[config.mk]
export PLATFORM = sky130hd
export DESIGN_NAME = ipc_mailbox
export DESIGN_NICKNAME = d
export VERILOG_FILES = /design/src/rtl/ipc_mbx_pkg.sv /design/src/rtl/mbx_rst_sync.sv /design/src/rtl/mbx_wordbuf.sv /design/src/rtl/mbx_cmd_ctrl.sv /design/src/rtl/ipc_mailbox.sv
export SDC_FILE = /design/constraint.sdc
export NUM_CORES = 1
export LEC_CHECK = 0
export BUFFER_PORTS_ARGS = -buffer_cell sky130_fd_sc_hd__buf_2
export CORE_AREA = 5 5 205 168
export DETAILED_ROUTE_END_ITERATION = 10
export DIE_AREA = 0 0 210 173
export PLACE_DENSITY = 0.71
export SETUP_SLACK_MARGIN = 0.5
export SYNTH_ARGS = -nofsm -noshare
export SYNTH_HDL_FRONTEND = slang
export SYNTH_SLANG_ARGS = --single-unit
[constraint.sdc]
create_clock -name clk -period 14.1 [get_ports clk]
set_input_delay 0.705 -clock clk [delete_from_list [all_inputs] [get_ports clk]]
set_output_delay 0.705 -clock clk [all_outputs]
set_load 0.01 [all_outputs]
[src/rtl/ipc_mbx_pkg.sv]
package ipc_mbx_pkg;

  localparam int unsigned DATA_W = 32;

  // Host register offsets (byte addresses)
  localparam logic [31:0] OFS_CMD    = 32'h0000_0000;
  localparam logic [31:0] OFS_STATUS = 32'h0000_0004;
  localparam logic [31:0] OFS_SRC    = 32'h0000_0008;
  localparam logic [31:0] OFS_DST    = 32'h0000_000C;
  localparam logic [31:0] OFS_WBUF   = 32'h0000_0080;
  localparam logic [31:0] OFS_RBUF   = 32'h0000_0090;

  // Packed command word, MSB first
  typedef struct packed {
    logic [7:0] rsvd_hi;
    logic [7:0] size;
    logic [3:0] sub;
    logic [2:0] rsvd_lo;
    logic       ioc;
    logic [7:0] code;
  } cmd_word_t;

  // Packed status word, MSB first
  typedef struct packed {
    logic [7:0] rsvd_hi;
    logic [7:0] ecode;
    logic [7:0] init_id;
    logic [3:0] cmd_id;
    logic [1:0] rsvd_lo;
    logic       err;
    logic       busy;
  } status_word_t;

endpackage

[src/rtl/mbx_rst_sync.sv]
module mbx_rst_sync (
  input  logic clk,
  input  logic rst_n,
  output logic srst_n
);

  logic [1:0] sync_q;

  // Assertion is asynchronous, release waits for two rising edges
  always_ff @(posedge clk or negedge rst_n) begin
    if (!rst_n) begin
      sync_q <= 2'b00;
    end else begin
      sync_q <= {sync_q[0], 1'b1};
    end
  end

  assign srst_n = sync_q[1];

endmodule

[src/rtl/mbx_wordbuf.sv]
module mbx_wordbuf #(
  parameter int unsigned WORDS = 4,
  parameter int unsigned DW    = 32,
  localparam int unsigned IW   = (WORDS > 1) ? $clog2(WORDS) : 1
) (
  input  logic                clk,
  input  logic                rst_n,
  input  logic                wr_en,
  input  logic [IW-1:0]       wr_idx,
  input  logic [DW-1:0]       wr_data,
  output logic [WORDS*DW-1:0] words_o
);

  logic [WORDS-1:0] word_en;

  for (genvar gi = 0; gi < WORDS; gi++) begin : g_word
    logic [DW-1:0] word_q;
    logic [DW-1:0] word_d;

    // Next-state: a slot loads only when addressed
    always_comb begin
      word_en[gi] = wr_en && (wr_idx == IW'(gi));
      word_d      = wr_data;
    end

    always_ff @(posedge clk or negedge rst_n) begin
      if (!rst_n) begin
        word_q <= '0;
      end else if (word_en[gi]) begin
        word_q <= word_d;
      end
    end

    assign words_o[gi*DW +: DW] = word_q;
  end

  AST_WORD_WRITE: assert property (@(posedge clk) disable iff (!rst_n)
    wr_en |=> (words_o[$past(wr_idx)*DW +: DW] == $past(wr_data)));

  AST_SLOT_ONEHOT: assert property (@(posedge clk) disable iff (!rst_n)
    $onehot0(word_en));

endmodule

[src/rtl/mbx_cmd_ctrl.sv]
module mbx_cmd_ctrl
  import ipc_mbx_pkg::*;
(
  input  logic       clk,
  input  logic       rst_n,
  input  logic       cmd_wr,
  input  cmd_word_t  cmd_word,
  input  logic [7:0] init_id,
  input  logic       done,
  input  logic       fail,
  input  logic [7:0] err_code,
  output logic       busy,
  output logic       err,
  output logic [7:0] ecode,
  output logic [7:0] init_q,
  output logic [7:0] code,
  output logic [3:0] sub,
  output logic [7:0] size,
  output logic       doorbell,
  output logic       irq
);

  logic       busy_q, busy_d;
  logic       err_q, err_d;
  logic [7:0] ecode_q, ecode_d;
  logic [7:0] init_qq;
  logic [7:0] code_q;
  logic [3:0] sub_q;
  logic [7:0] size_q;
  logic       ioc_q;
  logic       db_q, db_d;
  logic       irq_q, irq_d;
  logic       accept, finish;
  logic       fld_en, err_en;
  logic       unused_rsvd;

  assign unused_rsvd = ^{cmd_word.rsvd_hi, cmd_word.rsvd_lo};

  // Next-state logic
  always_comb begin
    accept  = cmd_wr && !busy_q;
    finish  = done && busy_q;
    fld_en  = accept;
    err_en  = accept || finish;

    busy_d  = busy_q;
    if (finish) begin
      busy_d = 1'b0;
    end else if (accept) begin
      busy_d = 1'b1;
    end

    err_d   = finish ? fail : 1'b0;
    ecode_d = (finish && fail) ? err_code : 8'h00;
    db_d    = accept;
    irq_d   = finish && ioc_q;
  end

  // State registers
  always_ff @(posedge clk or negedge rst_n) begin
    if (!rst_n) begin
      busy_q <= 1'b0;
      db_q   <= 1'b0;
      irq_q  <= 1'b0;
    end else begin
      busy_q <= busy_d;
      db_q   <= db_d;
      irq_q  <= irq_d;
    end
  end

  always_ff @(posedge clk or negedge rst_n) begin
    if (!rst_n) begin
      err_q   <= 1'b0;
      ecode_q <= 8'h00;
    end else if (err_en) begin
      err_q   <= err_d;
      ecode_q <= ecode_d;
    end
  end

  always_ff @(posedge clk or negedge rst_n) begin
    if (!rst_n) begin
      code_q  <= 8'h00;
      sub_q   <= 4'h0;
      size_q  <= 8'h00;
      ioc_q   <= 1'b0;
      init_qq <= 8'h00;
    end else if (fld_en) begin
      code_q  <= cmd_word.code;
      sub_q   <= cmd_word.sub;
      size_q  <= cmd_word.size;
      ioc_q   <= cmd_word.ioc;
      init_qq <= init_id;
    end
  end

  assign busy     = busy_q;
  assign err      = err_q;
  assign ecode    = ecode_q;
  assign init_q   = init_qq;
  assign code     = code_q;
  assign sub      = sub_q;
  assign size     = size_q;
  assign doorbell = db_q;
  assign irq      = irq_q;

  AST_ACCEPT_RINGS: assert property (@(posedge clk) disable iff (!rst_n)
    (cmd_wr && !busy) |=> (doorbell && busy));

  AST_DOORBELL_PULSE: assert property (@(posedge clk) disable iff (!rst_n)
    doorbell |=> !doorbell);

  AST_BUSY_WR_DROPPED: assert property (@(posedge clk) disable iff (!rst_n)
    (busy && cmd_wr && !done) |=> !doorbell);

  AST_FIELDS_FROZEN: assert property (@(posedge clk) disable iff (!rst_n)
    (busy && !done) |=> ($stable(code) && $stable(sub) && $stable(size)));

  AST_DONE_CLEARS: assert property (@(posedge clk) disable iff (!rst_n)
    (busy && done) |=> (!busy && (err == $past(fail))));

  AST_IRQ_PULSE: assert property (@(posedge clk) disable iff (!rst_n)
    irq |=> !irq);

  AST_IRQ_CAUSE: assert property (@(posedge clk) disable iff (!rst_n)
    irq |-> ($past(busy) && !busy));

  AST_IDLE_DONE_NOP: assert property (@(posedge clk) disable iff (!rst_n)
    (!busy && done && !cmd_wr) |=> ($stable(err) && $stable(ecode) && !irq));

endmodule

[src/rtl/ipc_mailbox.sv]
module ipc_mailbox
  import ipc_mbx_pkg::*;
#(
  parameter int unsigned ADDR_W    = 8,
  parameter int unsigned BUF_WORDS = 4,
  localparam int unsigned IW       = (BUF_WORDS > 1) ? $clog2(BUF_WORDS) : 1
) (
  input  logic              clk,
  input  logic              rst_n,
  input  logic              hst_wr,
  input  logic [ADDR_W-1:0] hst_addr,
  input  logic [31:0]       hst_wdata,
  input  logic [7:0]        hst_init_id,
  output logic [31:0]       hst_rdata,
  output logic              hst_irq,
  output logic              ctl_doorbell,
  output logic [7:0]        ctl_cmd_code,
  output logic [3:0]        ctl_sub_cmd,
  output logic [7:0]        ctl_size,
  output logic [31:0]       ctl_src_ptr,
  output logic [31:0]       ctl_dst_ptr,
  input  logic [IW-1:0]     ctl_wbuf_idx,
  output logic [31:0]       ctl_wbuf_rdata,
  input  logic              ctl_rbuf_wr,
  input  logic [IW-1:0]     ctl_rbuf_idx,
  input  logic [31:0]       ctl_rbuf_wdata,
  input  logic              ctl_done,
  input  logic              ctl_fail,
  input  logic [7:0]        ctl_err_code
);

  localparam int unsigned RGN_LSB = IW + 2;

  logic srst_n;

  // Address decode
  logic          aligned;
  logic          hit_cmd, hit_sts, hit_src, hit_dst, hit_wbuf, hit_rbuf;
  logic [IW-1:0] slot;
  logic          cmd_wr, ptr_wr, wbuf_wr;
  logic [IW-1:0] ptr_idx;

  // Internal state views
  logic                  busy, err;
  logic [7:0]            ecode, init_q;
  logic [2*DATA_W-1:0]   ptr_words;
  logic [BUF_WORDS*DATA_W-1:0] wbuf_words, rbuf_words;
  status_word_t          sts;

  mbx_rst_sync u_rst (
    .clk    (clk),
    .rst_n  (rst_n),
    .srst_n (srst_n)
  );

  always_comb begin
    aligned  = (hst_addr[1:0] == 2'b00);
    hit_cmd  = aligned && (hst_addr == OFS_CMD[ADDR_W-1:0]);
    hit_sts  = aligned && (hst_addr == OFS_STATUS[ADDR_W-1:0]);
    hit_src  = aligned && (hst_addr == OFS_SRC[ADDR_W-1:0]);
    hit_dst  = aligned && (hst_addr == OFS_DST[ADDR_W-1:0]);
    hit_wbuf = aligned && (hst_addr[ADDR_W-1:RGN_LSB] == OFS_WBUF[ADDR_W-1:RGN_LSB]);
    hit_rbuf = aligned && (hst_addr[ADDR_W-1:RGN_LSB] == OFS_RBUF[ADDR_W-1:RGN_LSB]);
    slot     = hst_addr[RGN_LSB-1:2];

    cmd_wr   = hst_wr && hit_cmd;
    ptr_wr   = hst_wr && (hit_src || hit_dst);
    ptr_idx  = hit_dst ? IW'(1) : IW'(0);
    wbuf_wr  = hst_wr && hit_wbuf;
  end

  mbx_cmd_ctrl u_ctrl (
    .clk      (clk),
    .rst_n    (srst_n),
    .cmd_wr   (cmd_wr),
    .cmd_word (cmd_word_t'(hst_wdata)),
    .init_id  (hst_init_id),
    .done     (ctl_done),
    .fail     (ctl_fail),
    .err_code (ctl_err_code),
    .busy     (busy),
    .err      (err),
    .ecode    (ecode),
    .init_q   (init_q),
    .code     (ctl_cmd_code),
    .sub      (ctl_sub_cmd),
    .size     (ctl_size),
    .doorbell (ctl_doorbell),
    .irq      (hst_irq)
  );

  mbx_wordbuf #(.WORDS(2), .DW(DATA_W)) u_ptrs (
    .clk     (clk),
    .rst_n   (srst_n),
    .wr_en   (ptr_wr),
    .wr_idx  (ptr_idx[0:0]),
    .wr_data (hst_wdata),
    .words_o (ptr_words)
  );

  mbx_wordbuf #(.WORDS(BUF_WORDS), .DW(DATA_W)) u_wbuf (
    .clk     (clk),
    .rst_n   (srst_n),
    .wr_en   (wbuf_wr),
    .wr_idx  (slot),
    .wr_data (hst_wdata),
    .words_o (wbuf_words)
  );

  mbx_wordbuf #(.WORDS(BUF_WORDS), .DW(DATA_W)) u_rbuf (
    .clk     (clk),
    .rst_n   (srst_n),
    .wr_en   (ctl_rbuf_wr),
    .wr_idx  (ctl_rbuf_idx),
    .wr_data (ctl_rbuf_wdata),
    .words_o (rbuf_words)
  );

  assign ctl_src_ptr    = ptr_words[0 +: DATA_W];
  assign ctl_dst_ptr    = ptr_words[DATA_W +: DATA_W];
  assign ctl_wbuf_rdata = wbuf_words[ctl_wbuf_idx*DATA_W +: DATA_W];

  // Host read mux: write-only locations and unmapped space read zero
  always_comb begin
    sts         = '0;
    sts.busy    = busy;
    sts.err     = err;
    sts.cmd_id  = ctl_sub_cmd;
    sts.init_id = init_q;
    sts.ecode   = ecode;

    hst_rdata = '0;
    if (hit_sts) begin
      hst_rdata = sts;
    end else if (hit_src) begin
      hst_rdata = ctl_src_ptr;
    end else if (hit_dst) begin
      hst_rdata = ctl_dst_ptr;
    end else if (hit_rbuf) begin
      hst_rdata = rbuf_words[slot*DATA_W +: DATA_W];
    end
  end

  AST_CMD_READS_ZERO: assert property (@(posedge clk) disable iff (!srst_n)
    hit_cmd |-> (hst_rdata == 32'h0));

  AST_ERR_CODE_CLEAN: assert property (@(posedge clk) disable iff (!srst_n)
    !err |-> (ecode == 8'h00));

endmodule

==> out/metrics.csv, run 1 <==
stage,metric,value,unit
die,die width,210,um
timing,Max Slew Vio Count,0,
clocking,setup bufs post-CTS,0,
die,Initial Util,0.494,
power_and_ir_drop,maximum VDD drop,0.0881,mV
setup_path,CP Launch Type,primary input,
synth,register area share after synthesis,0.574,
setup_path,"Top cell by count, worst path",buf_4,
routing,drt first-iter violations,679,
global_routing,first-pass GRT wire length,65400,um
setup_path,worst r2r src,u_ctrl.busy,
global_routing,met2 usage,0.373,
placed_design,IO buf count,247,
finish,"most common cell after layout, fill and taps aside",dfrtp_1,
min_path,hold depth,0,
synth,Gate Count Post-Synth,1042,
setup_path,crit-path max FO,33,
die,core area,32000,um2
timing,final worst path period need,4.37,ns
timing,Post-Route Setup TNS,0,ns
setup_path,CP max stage cell,nor4_2,
setup_path,"critical path, cell by cell",buf_4 -> buf_4 -> nor2_1 -> nor4_2 -> buf_4 -> o21ai_0 -> a22oi_1 -> buf_2,
setup_path,crit path DAT,3.66,ns
placed_design,DP Wirelength,28200,um
min_path,type of the most critical hold path,flop to flop,
synth,Synth area leader,dfrtp_1,
routing,wire per inst,24.4,um
routing,DRC violations left,0,
timing,Final period util,0.310,
global_routing,number of global-route vias before repair,10900,
placed_design,Final GP Congestion,0.827,
timing,clock skew,0.0113,ns
global_routing,largest net degree at the start of global routing,186,
die,I/O Pins,248,
routing,Vias/cell,5.82,
die,full die area,36300,um2
routing,TritonRoute pass-1 iters,5,
setup_path,CP peak stage delay,0.87,ns
clocking,clk sinks,363,
timing,Peak Freq,229,MHz
global_routing,met3 Usage GRT,0.0611,
finish,Final nets,1372,
die,Die H,173,um
status,status,"complete, no violations",
clocking,CTS Buf Count,37,
clocking,clock tree buffer depth,3,
setup_path,Crit Path Class,primary input to output port,
clocking,clk root buf,clkbuf_16,
global_routing,GRT Overall Usage,0.231,
die,Rows,59,
timing,RSZ-0062 raised after global routing,no,
power_and_ir_drop,Static Leak,9.25,nW
clocking,clock latency on the worst-skew pair,0.53,ns
setup_path,CP endpoint kind,output port,
global_routing,total grt overflow,0,
routing,Antenna Violating Nets Remaining,0,
finish,share of cells above drive strength 1,0.550,
clocking,Worst-path clk slew,0.06,ns
synth,number of synthesized register bits,363,
synth,number of library cell types mapped by synthesis,32,
timing,Final Hold Fails,0,
routing,final WL,42400,um
timing,Hold Slack,0.350,ns
synth,Synth area leaders,"dfrtp_1 (57%), mux2_2 (23%), mux4_2 (9.1%), mux2_1 (2.2%), nand2_1 (1.1%)",
global_routing,met1 Use GR,0.314,
global_routing,most crowded layer after global routing,met2,
clocking,CTS Hold Bufs,1,
clocking,CTS tree,yes,
clocking,H-tree depth,2,
finish,P&R area growth vs syn,18.6,%
clocking,post-cts gate resize count,0,
setup_path,required time worst endpoint,13.40,ns
min_path,Hold Path Origin,u_rst.sync_q[0],
min_path,worst hold endpoint,u_rst.sync_q[1],
synth,Mapped Area,15800,um2
setup_path,R2R setup slack,11.53,ns
synth,Syn. warnings,0,
synth,Syn Nets,1140,
setup_path,worst reg-to-reg path cell count,4,
timing,final setup fails,0,
timing,Rel. slew slack,0.154,
power_and_ir_drop,power per cell area,133,nW/um2
routing,Vias,10100,
synth,mean post-synth cell area,15.2,um2
synth,share of the synthesized area in the top cell type,0.574,
timing,slew at the pin with the worst max-slew slack,1.27,ns
flow_run,max_cap viols,0,
global_routing,antenna violations before repair,7,
setup_path,RR Endpoint,u_ctrl.size[1],
finish,"commonest cells after routing, fill and taps aside","dfrtp_1 (362), mux2_2 (318), buf_2 (246)",
## routing by layer
| layer | share of wire | vias up |
|---|---|---|
| li1 | - | 4334 |
| met1 | 0.42 | 5330 |
| met2 | 0.48 | 337 |
| met3 | 0.075 | 70 |
| met4 | 0.022 | 8 |
| met5 | 0.0013 | - |
## sequential cells by signal (all words and copies together) (netlist names), 4 cells and up
name,cells
u_rbuf.g_word.word_q,128
u_wbuf.g_word.word_q,128
u_ctrl.size,8
u_ctrl.code,8
u_ptrs.g_word.word_q,64
u_ctrl.sub,4
u_ctrl.ecode,8
u_ctrl.init_q,8
## worst max-delay path: cells and delay by family
family | cells | cell delay, ns
buf+inv | 4 | 1.51
simple gates | 2 | 1.00
compound gates | 2 | 0.39
## metrics by stage
step	instance area (um2)	utilization	total power, mW	worst slack (ns)	std cells
2_1_floorplan	15800	-	1.39	3.23	1042
3_3_place_gp	17500	0.546	1.48	9.86	1661
3_5_place_dp	17500	0.546	1.49	9.78	1661
4_1_cts	18800	0.586	2.52	9.77	1730
5_1_grt	18800	0.586	2.59	9.49	1732
6_report	18800	0.586	2.49	9.73	1733
## how the worst max path moves through the flow
stage	from	to	slack [ns]
6_report	hst_addr[2]	hst_rdata[9]	9.73
3_3_place_gp	hst_addr[2]	u_wbuf.g_word[1].word_q[27]	9.86
2_1_floorplan	u_rst.sync_q[1]	u_ctrl.busy	3.23
4_1_cts	hst_addr[2]	hst_rdata[9]	9.77
3_5_place_dp	hst_addr[2]	hst_rdata[9]	9.78
5_1_grt	hst_addr[2]	hst_rdata[9]	9.49
## report_power, final
| part | switching [mW] | total (mW) | internal, mW | leakage (nW) |
|---|---|---|---|---|
| Sequential | 0.0575 | 1.20 | 1.14 | 4.75 |
| Combinational | 0.120 | 0.268 | 0.148 | 3.87 |
| Clock | 0.408 | 1.02 | 0.613 | 0.626 |
| Total | 0.586 | 2.49 | 1.90 | 9.25 |
## final cells by class
class                           count  area, um2
Antenna cell                        3       7.51
Clock buffer                       53       1090
Clock inverter                     15        184
Fill cell                        2577      13300
Inverter                           12       45.0
Multi-Input combinational cell    598       6470
Sequential cell                   363       9090
Tap cell                          427        534
Timing Repair Buffer              262       1370
## kinds of logic after synthesis
kind of cell | Yosys count | synth area share
other | 1 | 0.000237
DFF | 363 | 0.574
muxes | 413 | 0.339
AOI/OAI and AO/OA | 96 | 0.0387
and+or+nand+nor | 88 | 0.0269
buffers and inverters | 81 | 0.0213
## Yosys cell counts (all sizes together)
cell,count
o22ai,22
dfrtp,363
nor3b,1
a22oi,22
mux4,64
and2,1
nand2b,2
or4,1
o31ai,10
nor2,15
o21a,10
nor4,4
nand2,45
mux2,349
nand4,2
and3,2
clkbuf,30
buf,39
nor3,3
nand4b,1
o21ai,32
nand3,9
nand3b,2
inv,12
conb,1
(Power assumes the default switching activity.)
==> run 2: changes to the inputs <==
- ABC_AREA: not set -> 1
- CORE_AREA: 5 5 205 168 -> 5 5 204 166
- DIE_AREA: 0 0 210 173 -> 0 0 209 171
- PLACE_DENSITY: 0.71 -> 0.74
- clock period: 14.1 -> 3.75 ns (I/O delays scaled with it)
==> out/metrics.csv, run 2 <==
stage,metric,value,unit
routing,drt first-iter violations,1490,
timing,Rel. slew slack,0.309,
synth,Mapped Area,15500,um2
finish,P&R area growth vs syn,20.1,%
synth,largest family of logic cells by synthesized area,simple AND/OR/NAND/NOR gates,
setup_path,Crit Path Class,primary input to output port,
die,Rows,59,
clocking,CTS tree,yes,
setup_path,required time worst endpoint,3.56,ns
synth,number of synthesized register bits,363,
setup_path,CP endpoint kind,output port,
finish,Final nets,2168,
timing,Final Hold Fails,0,
timing,Peak Freq,386,MHz
timing,slew at the pin with the worst max-slew slack,1.03,ns
synth,Synth area leader,dfrtp_1,
global_routing,met2 usage,0.418,
global_routing,total grt overflow,0,
routing,Vias,14000,
status,status,"complete, no violations",
synth,Commonest cells post-synth,"nand2_1 (638), dfrtp_1 (363), o21ai_0 (241), o21ai_1 (192), inv_1 (84)",
finish,"commonest cells after routing, fill and taps aside","nand2_1 (637), dfrtp_1 (362), buf_2 (247)",
finish,Top Registers,"u_rbuf.g_word.word_q: 128 flops, u_wbuf.g_word.word_q: 128 flops, u_ptrs.g_word.word_q: 64 flops",
synth,number of enable flip-flop cells after synthesis,0,
synth,"FFs w/ async S/R, synth",1.00,
synth,xor/xnor cell area share of the yosys netlist,0,
clocking,CTS Buf Count,38,
synth,number of library cell types mapped by synthesis,24,
timing,RSZ-0062 raised after global routing,no,
global_routing,GRT Overall Usage,0.265,
clocking,setup bufs post-CTS,0,
placed_design,Placed Instances,2425,
placed_design,IO buf count,247,
timing,Hold Slack,0.0123,ns
finish,"most common cell after layout, fill and taps aside",nand2_1,
clocking,clk root buf,clkbuf_16,
finish,share of cells above drive strength 1,0.169,
global_routing,antenna violations before repair,0,
setup_path,crit-path max FO,29,
routing,Antenna Violating Nets Remaining,0,
flow_run,max_cap viols,0,
routing,wire per inst,19.0,um
timing,Max Slew Vio Count,0,
finish,antenna cells,0,
die,core area,31900,um2
synth,"count leader, synth",nand2_1,
power_and_ir_drop,power per cell area,492,nW/um2
synth,Synth area leaders,"dfrtp_1 (58%), nand2_1 (15%), o21ai_0 (7.8%), o21ai_1 (6.2%), inv_1 (2.0%)",
timing,final setup fails,0,
routing,Vias/cell,5.55,
clocking,clock tree buffer depth,3,
setup_path,crit path DAT,2.40,ns
synth,Syn Nets,1937,
timing,Post-Route Setup TNS,0,ns
global_routing,number of global-route vias before repair,13500,
clocking,Worst-path clk slew,0.06,ns
placed_design,Final GP Congestion,0.885,
min_path,type of the most critical hold path,primary input to flop,
die,Die H,171,um
routing,TritonRoute pass-1 iters,6,
die,Initial Util,0.487,
synth,Post-Synth Adder-Cell Area,0,
clocking,clock latency on the worst-skew pair,0.53,ns
synth,register area share after synthesis,0.584,
global_routing,met1 Use GR,0.375,
synth,Syn. warnings,0,
synth,Post-Synth Simple-Gate Area,0.205,
routing,final WL,47900,um
synth,Gate Count Post-Synth,1839,
placed_design,DP Wirelength,31500,um
setup_path,CP Launch Type,primary input,
global_routing,largest net degree at the start of global routing,101,
timing,final worst path period need,2.59,ns
global_routing,most crowded layer after global routing,met2,
die,I/O Pins,248,
synth,mean post-synth cell area,8.45,um2
routing,DRC violations left,0,
synth,complex-gate fraction of the synthesized area,0.158,
global_routing,met3 Usage GRT,0.0537,
power_and_ir_drop,Static Leak,9.53,nW
power_and_ir_drop,maximum VDD drop,0.287,mV
global_routing,first-pass GRT wire length,75800,um
synth,mux share of post-synthesis cell area,0,
clocking,H-tree depth,2,
die,die width,209,um
finish,Post-Layout Cell Count,2520,
placed_design,Post-Place Setup Slack,1.15,ns
synth,share of the synthesized area in the top cell type,0.584,
die,full die area,35700,um2
timing,clock skew,0.0205,ns
timing,Final period util,0.691,
clocking,clk sinks,363,
synth,Synth Flop Type,dfrtp_1,
timing,worst setup margin,1.16,ns
run 2: through the flow:
stage          area, um2  utilization  total power [mW]
2_1_floorplan      15500            -              5.06
3_3_place_gp       17100        0.536              5.39
3_5_place_dp       17100        0.536              5.43
4_1_cts            18700        0.585              9.25
5_1_grt            18700        0.585              9.58
6_report           18700        0.585              9.19
run 2: worst max-delay path, cell delays in order:
cell and delay (ns):
buf_2 0.51, nand2_1 0.24, nor3_4 0.88, nand2_1 0.24, nand4_1 0.17, buf_2 0.15
run 2: where the power goes:
part	switching, mW	internal (mW)
clock	1.51	2.28
sequential	0.214	4.26
combinational	0.584	0.341
total	2.31	6.88
run 2: cell type report:
| cell class | instances | area (um2) |
|---|---|---|
| repair buffers | 301 | 1770 |
| clock buffers | 53 | 1120 |
| fillers | 2856 | 13200 |
| well taps | 427 | 534 |
| inverters | 90 | 338 |
| multi-input cells | 1276 | 5690 |
| clock inverters | 10 | 125 |
| flip-flops and latches | 363 | 9090 |
run 2: cells by family after synthesis:
| kind of cell | after synthesis |
|---|---|
| flops | 363 |
| simple gates | 791 |
| other cells | 1 |
| buf+inv | 200 |
| compound gates | 484 |
run 2: repair_timing:
item,4_1_cts,5_1_grt
hold buffers,32,0
endpoints found under the setup margin,0,0
hold endpoints to repair,60,0
resized for setup,0,0
run 2: per-layer routing:
metal,routed length (um),vias up
li1,-,6477
met3,4230,93
met1,20300,6717
met2,21800,690
met4,1560,0
met5,0,-
run 2: path summary, 6_finish.rpt:
path | start | end | slack [ns] | depth (start not counted)
max in group asynchronous | u_rst.sync_q[1] | u_rbuf.g_word[3].word_q[12] | 2.37 | 1
hold / removal | ctl_rbuf_wdata[12] | u_rbuf.g_word[1].word_q[12] | 0.01 | 3
min in group asynchronous | u_rst.sync_q[1] | u_rbuf.g_word[2].word_q[6] | 0.37 | 0
hold reg to reg | u_rst.sync_q[0] | u_rst.sync_q[1] | 0.35 | 0
setup reg to reg | u_ctrl.busy | u_ctrl.ecode[6] | 2.02 | 7
setup / recovery | hst_addr[2] | hst_rdata[6] | 1.16 | 6
